**config.mk**
```make
export PLATFORM = sky130hd
export DESIGN_NAME = pcd_capture
export DESIGN_NICKNAME = d
export VERILOG_FILES = /design/src/rtl/pcd_pkg.sv /design/src/rtl/pcd_byte_pair.sv /design/src/rtl/pcd_position.sv /design/src/rtl/pcd_capture.sv
export SDC_FILE = /design/constraint.sdc
export NUM_CORES = 1
export LEC_CHECK = 0
export BUFFER_PORTS_ARGS = -buffer_cell sky130_fd_sc_hd__buf_2
export CAP_MARGIN = 0
export CORE_ASPECT_RATIO = 1.4
export CORE_UTILIZATION = 40
export CTS_CLUSTER_SIZE = 20
export DETAILED_ROUTE_END_ITERATION = 6
export MAX_ROUTING_LAYER = met4
export SLEW_MARGIN = 15
export SYNTH_ARGS = -nofsm -noshare
export SYNTH_HDL_FRONTEND = slang
export SYNTH_SLANG_ARGS = --single-unit
```
**constraint.sdc**
```tcl
create_clock -name clk -period 4.7 [get_ports clk]
set_clock_uncertainty 0.05 [all_clocks]
set_input_delay 0.235 -clock clk [delete_from_list [all_inputs] [get_ports clk]]
set_output_delay 0.235 -clock clk [all_outputs]
set_load 0.02 [all_outputs]
```
**src/rtl/pcd_pkg.sv**
```systemverilog
package pcd_pkg;
  typedef struct packed {
    logic [3:0] r;
    logic [3:0] g;
    logic [3:0] b;
  } rgb444_t;

  // Keep the top four bits of each RGB565 channel.
  function automatic rgb444_t trunc565(input logic [15:0] p);
    rgb444_t c;
    c.r = p[15:12];
    c.g = p[10:7];
    c.b = p[4:1];
    return c;
  endfunction
endpackage

```
**src/rtl/pcd_byte_pair.sv**
```systemverilog
module pcd_byte_pair (
  input  logic        clk,
  input  logic        rst_n,
  input  logic        line_act,
  input  logic [7:0]  data,
  output logic        pair_done,
  output logic [15:0] pix16
);
  logic       second_q;
  logic [7:0] hi_q;

  assign pair_done = line_act & second_q;
  assign pix16     = {hi_q, data};

  always_ff @(posedge clk) begin
    if (!rst_n) begin
      second_q <= 1'b0;
      hi_q     <= '0;
    end else begin
      second_q <= line_act ? ~second_q : 1'b0;
      if (line_act && !second_q) hi_q <= data;
    end
  end
endmodule

```
**src/rtl/pcd_position.sv**
```systemverilog
module pcd_position #(
  parameter int IN_W = 640,
  parameter int IN_H = 480,
  localparam int CW = $clog2(IN_W + 1),
  localparam int RW = $clog2(IN_H + 1)
) (
  input  logic          clk,
  input  logic          rst_n,
  input  logic          line_act,
  input  logic          fsync,
  input  logic          pair_done,
  output logic [CW-1:0] col,
  output logic [RW-1:0] row,
  output logic          in_bounds,
  output logic          fstart,
  output logic          fend
);
  localparam logic [CW-1:0] COL_LIM = CW'(IN_W);
  localparam logic [RW-1:0] ROW_LIM = RW'(IN_H);

  logic act_d, fs_d;

  assign in_bounds = (col < COL_LIM) && (row < ROW_LIM);

  always_ff @(posedge clk) begin
    if (!rst_n) begin
      col    <= '0;
      row    <= '0;
      act_d  <= 1'b0;
      fs_d   <= 1'b0;
      fstart <= 1'b0;
      fend   <= 1'b0;
    end else begin
      if (!line_act)                       col <= '0;
      else if (pair_done && col != COL_LIM) col <= col + 1'b1;

      if (fsync)                                       row <= '0;
      else if (act_d && !line_act && row != ROW_LIM)   row <= row + 1'b1;

      act_d  <= line_act;
      fs_d   <= fsync;
      fstart <= fs_d & ~fsync;
      fend   <= fsync & ~fs_d;
    end
  end
endmodule

```
**src/rtl/pcd_capture.sv**
```systemverilog
module pcd_capture #(
  parameter int IN_W = 640,
  parameter int IN_H = 480,
  localparam int OUT_W  = IN_W / 2,
  localparam int OUT_H  = IN_H / 2,
  localparam int ADDR_W = $clog2(OUT_W * OUT_H)
) (
  input  logic              clk,
  input  logic              rst_n,
  input  logic [7:0]        cam_data,
  input  logic              cam_line_valid,
  input  logic              cam_frame_sync,
  output logic              out_valid,
  output logic [11:0]       out_pix,
  output logic [ADDR_W-1:0] out_addr,
  output logic              frame_start,
  output logic              frame_end
);
  import pcd_pkg::*;

  localparam int CW = $clog2(IN_W + 1);
  localparam int RW = $clog2(IN_H + 1);

  logic          line_act, pair_done, in_bounds, keep;
  logic [15:0]   pix16;
  logic [CW-1:0] col;
  logic [RW-1:0] row;
  logic [ADDR_W-1:0] addr_nx;

  assign line_act = cam_line_valid & ~cam_frame_sync;

  pcd_byte_pair u_pair (
    .clk(clk), .rst_n(rst_n), .line_act(line_act), .data(cam_data),
    .pair_done(pair_done), .pix16(pix16)
  );

  pcd_position #(.IN_W(IN_W), .IN_H(IN_H)) u_pos (
    .clk(clk), .rst_n(rst_n), .line_act(line_act), .fsync(cam_frame_sync),
    .pair_done(pair_done), .col(col), .row(row), .in_bounds(in_bounds),
    .fstart(frame_start), .fend(frame_end)
  );

  assign keep    = pair_done & in_bounds & ~col[0] & ~row[0];
  assign addr_nx = ADDR_W'(row >> 1) * ADDR_W'(OUT_W) + ADDR_W'(col >> 1);

  always_ff @(posedge clk) begin
    if (!rst_n) begin
      out_valid <= 1'b0;
      out_pix   <= '0;
      out_addr  <= '0;
    end else begin
      out_valid <= keep;
      if (keep) begin
        out_pix  <= trunc565(pix16);
        out_addr <= addr_nx;
      end
    end
  end
endmodule

```
==> summary.md <==
| Metric | Value |
|---|---|
| Pwr Total | 1.00 mW |
| Drt pass-1 iters | 4 |
| Core Rows | 36 |
| Vias in the first global route | 2,122 |
| Max cap viols | 0 |
| Core Region | 0.00703 mm^2 |
| Final Slew Violations | 0 |
| Most common cell after layout, fill and taps aside | dfxtp_1 |
| Global route total overflow | 0 |
| Synth unique cells | 44 |
| Number of flops mapped to enable cells by yosys | 0 |
| DR iter-0 viols | 96 |
| Clk sinks | 61 |
| CP endpoint kind | flop |
| Clock Root Buffer | clkbuf_8 |
| GRT Resource Usage Total | 17.4% |
| P&R area growth vs syn | 15.4% |
| Data arrival time of the worst path | 2.84 ns |
| Final worst-path cycle share | 57.1% |
| Synth Net Count | 359 |
| FMAX | 0.372 GHz |
| Syn Inst Count | 328 |
| Routed len/inst | 12.5 um |
| HPWL after DPL | 4090 um |
| CTS clk-pin slew, worst paths | 0.06 ns |
| Commonest non-fill, non-tap cells in the layout | 61 x dfxtp_1, 59 x nand2_1, 43 x buf_2, 20 x nor2_1, 17 x ha_1 |
| HP Class | in -> reg |
| TNS Setup | 0 ns |
| Routability Congestion | 0.833 |
| Worst setup SP type | flop |
| Cell Area, Synth | 0.00293 mm^2 |
| Hold buffers post-CTS | 0 |
| Post-CTS Setup Bufs | 0 |
| Fin Hold WS | 0.0923 ns |
| Clock buffer depth | 2 |
| Post-synthesis register bit count | 61 |
| Number of I/O port buffers | 43 |
| Top_reg_cell synth | dfxtp_1 |
| Lkg Pwr | 1.40 nW |
| Largest area contributor in the netlist | dfxtp_1 |
| DP Worst Slack | 2.01 ns |
| Status | finished clean |
| P per Cell Area | 297 mW/mm^2 |
| Clock latency on the worst-skew pair | 0.34 ns |
| Post-CTS sizing | 0 |
| Global-route wire length before repair | 9720 um |
| CTS tree | built |
| Slew headroom | 33.5% |
| IO Count | 44 |
| Fin util | 48.2% |
| CTS buffer count | 9 |
| H-tree levels | 3 |
| DIE HEIGHT | 103 um |
| Initial antenna violation count | 0 |
| Initial core utilization | 41.8% |
| Peak VDD IR | 0.154 mV |
| Tightest Pin Transition | 0.998 ns |
| Die W | 74.4 um |
| WS Path Type | reg -> reg |
| Final Hold Fails | 0 |
| Vias | 2,310 |
| Top post-synthesis cells by area | dfxtp_1 42%, nand2_1 7.5%, ha_1 7.2%, xnor2_1 3.9%, xor2_1 3.6% |
| Mean Syn Cell Area | 8.95 um^2 |
| CP required | 4.85 ns |
| Fin nets | 400 |
| Layout cell share with drive strength beyond 1 | 16.7% |
| DRC | 0 |
| Unrepaired setup endpoints after global routing | no |
| Die ar. | 0.00769 mm^2 |
| Largest net degree at the start of global routing | 42 |
| Final setup margin | 2.01 ns |
| Routed vias/inst | 4.95 |
| Total wire length | 5830 um |
| Top-area cell type share of the netlist area | 41.6% |
| Fraction of synthesis flops using an asynchronous set or reset pin | 0% |
| CP max FO | 8 |
| Final ANT Viol Nets | 0 |
| Sequential share of the synthesized area | 41.6% |
| Fin crit period | 2.69 ns |
| Diode count | 0 |
| Ys Warns | 0 |
| Setup-failing EPs final | 0 |
[per-layer routing]
metal	vias up	track usage [%]	wire length [um]
li1	1197	-	-
met1	1060	19.3	2670
met2	40	27.7	2770
met3	13	4.46	202
met4	0	10.7	186
met5	-	-	0
[synthesized netlist by cell type (2+ instances only)]
cell and instances:
dfxtp_1 61, xnor2_1 13, nand3b_1 2, inv_1 7, nor2_1 20, nand4_1 3, a21oi_1 11, and3_1 2
a21o_1 2, nand3_1 11, ha_1 17, nor2b_1 13, and2_1 6, o21bai_1 2, xor2_1 12, buf_2 7
nand2_1 59, a21boi_1 13, nor4_1 3, mux2i_1 9, or3_1 3, clkbuf_1 5, o21ai_0 13, a21boi_0 10
nor3_1 4, fa_1 2
[through the flow]
| stage | std cells | instance area (um^2) |
|---|---|---|
| 2_1_floorplan | 328 | 2930 |
| 3_3_place_gp | 453 | 3210 |
| 3_5_place_dp | 453 | 3210 |
| 4_1_cts | 467 | 3390 |
| 5_1_grt | 467 | 3390 |
| 6_report | 467 | 3390 |
[registers in the layout, indices dropped and copies added, names as in the netlist]
signal           count
u_pos.fstart         1
out_addr            17
out_valid            1
u_pos.fs_d           1
u_pos.col           10
out_pix             12
u_pair.hi_q          7
u_pos.fend           1
u_pos.act_d          1
u_pair.second_q      1
u_pos.row            9
[cell type report]
class | count | area (um^2)
tap | 95 | 119
multi-input combinational | 246 | 1620
clock inverter | 2 | 35.0
sequential | 61 | 1220
inverter | 7 | 26.3
clock buffer | 12 | 145
fill | 705 | 3640
timing repair buffer | 44 | 223
[cells by family (layout without fill, tap and decap cells)]
group | after synthesis | in the layout | synth area share [%]
flops | 61 | 61 | 41.6
xor+xnor | 25 | 25 | 7.46
mux | 9 | 9 | 3.07
simple gates | 133 | 133 | 22.2
compound gates | 60 | 60 | 13.8
buf+inv | 21 | 65 | 3.24
fa+ha+maj | 19 | 19 | 8.61
[path summary, 6_finish.rpt]
| kind | start | endpoint | cells after the start | slack [ns] |
|---|---|---|---|---|
| setup / recovery | u_pos.row[2] | out_addr[15] | 9 | 2.01 |
| hold / removal | cam_data[3] | out_pix[2] | 3 | 0.09 |
| setup reg to reg | u_pos.row[2] | out_addr[15] | 9 | 2.01 |
| hold reg to reg | u_pos.fs_d | u_pos.fend | 1 | 0.35 |
[critical path, cell delays in order, from the launching register on]
cell and delay, ns:
dfxtp_1 0.46, ha_1 0.28, ha_1 0.24, fa_1 0.56, o211a_1 0.16, o21ai_0 0.12, and4bb_2 0.35, nand3b_1 0.10
xor2_1 0.17, a21oi_1 0.08
[where the power goes]
part | internal [mW] | switching [mW]
logic | 0.0158 | 0.0216
registers | 0.523 | 0.00305
clock network | 0.253 | 0.188
No activity file was read; power rests on OpenSTA's default activity.
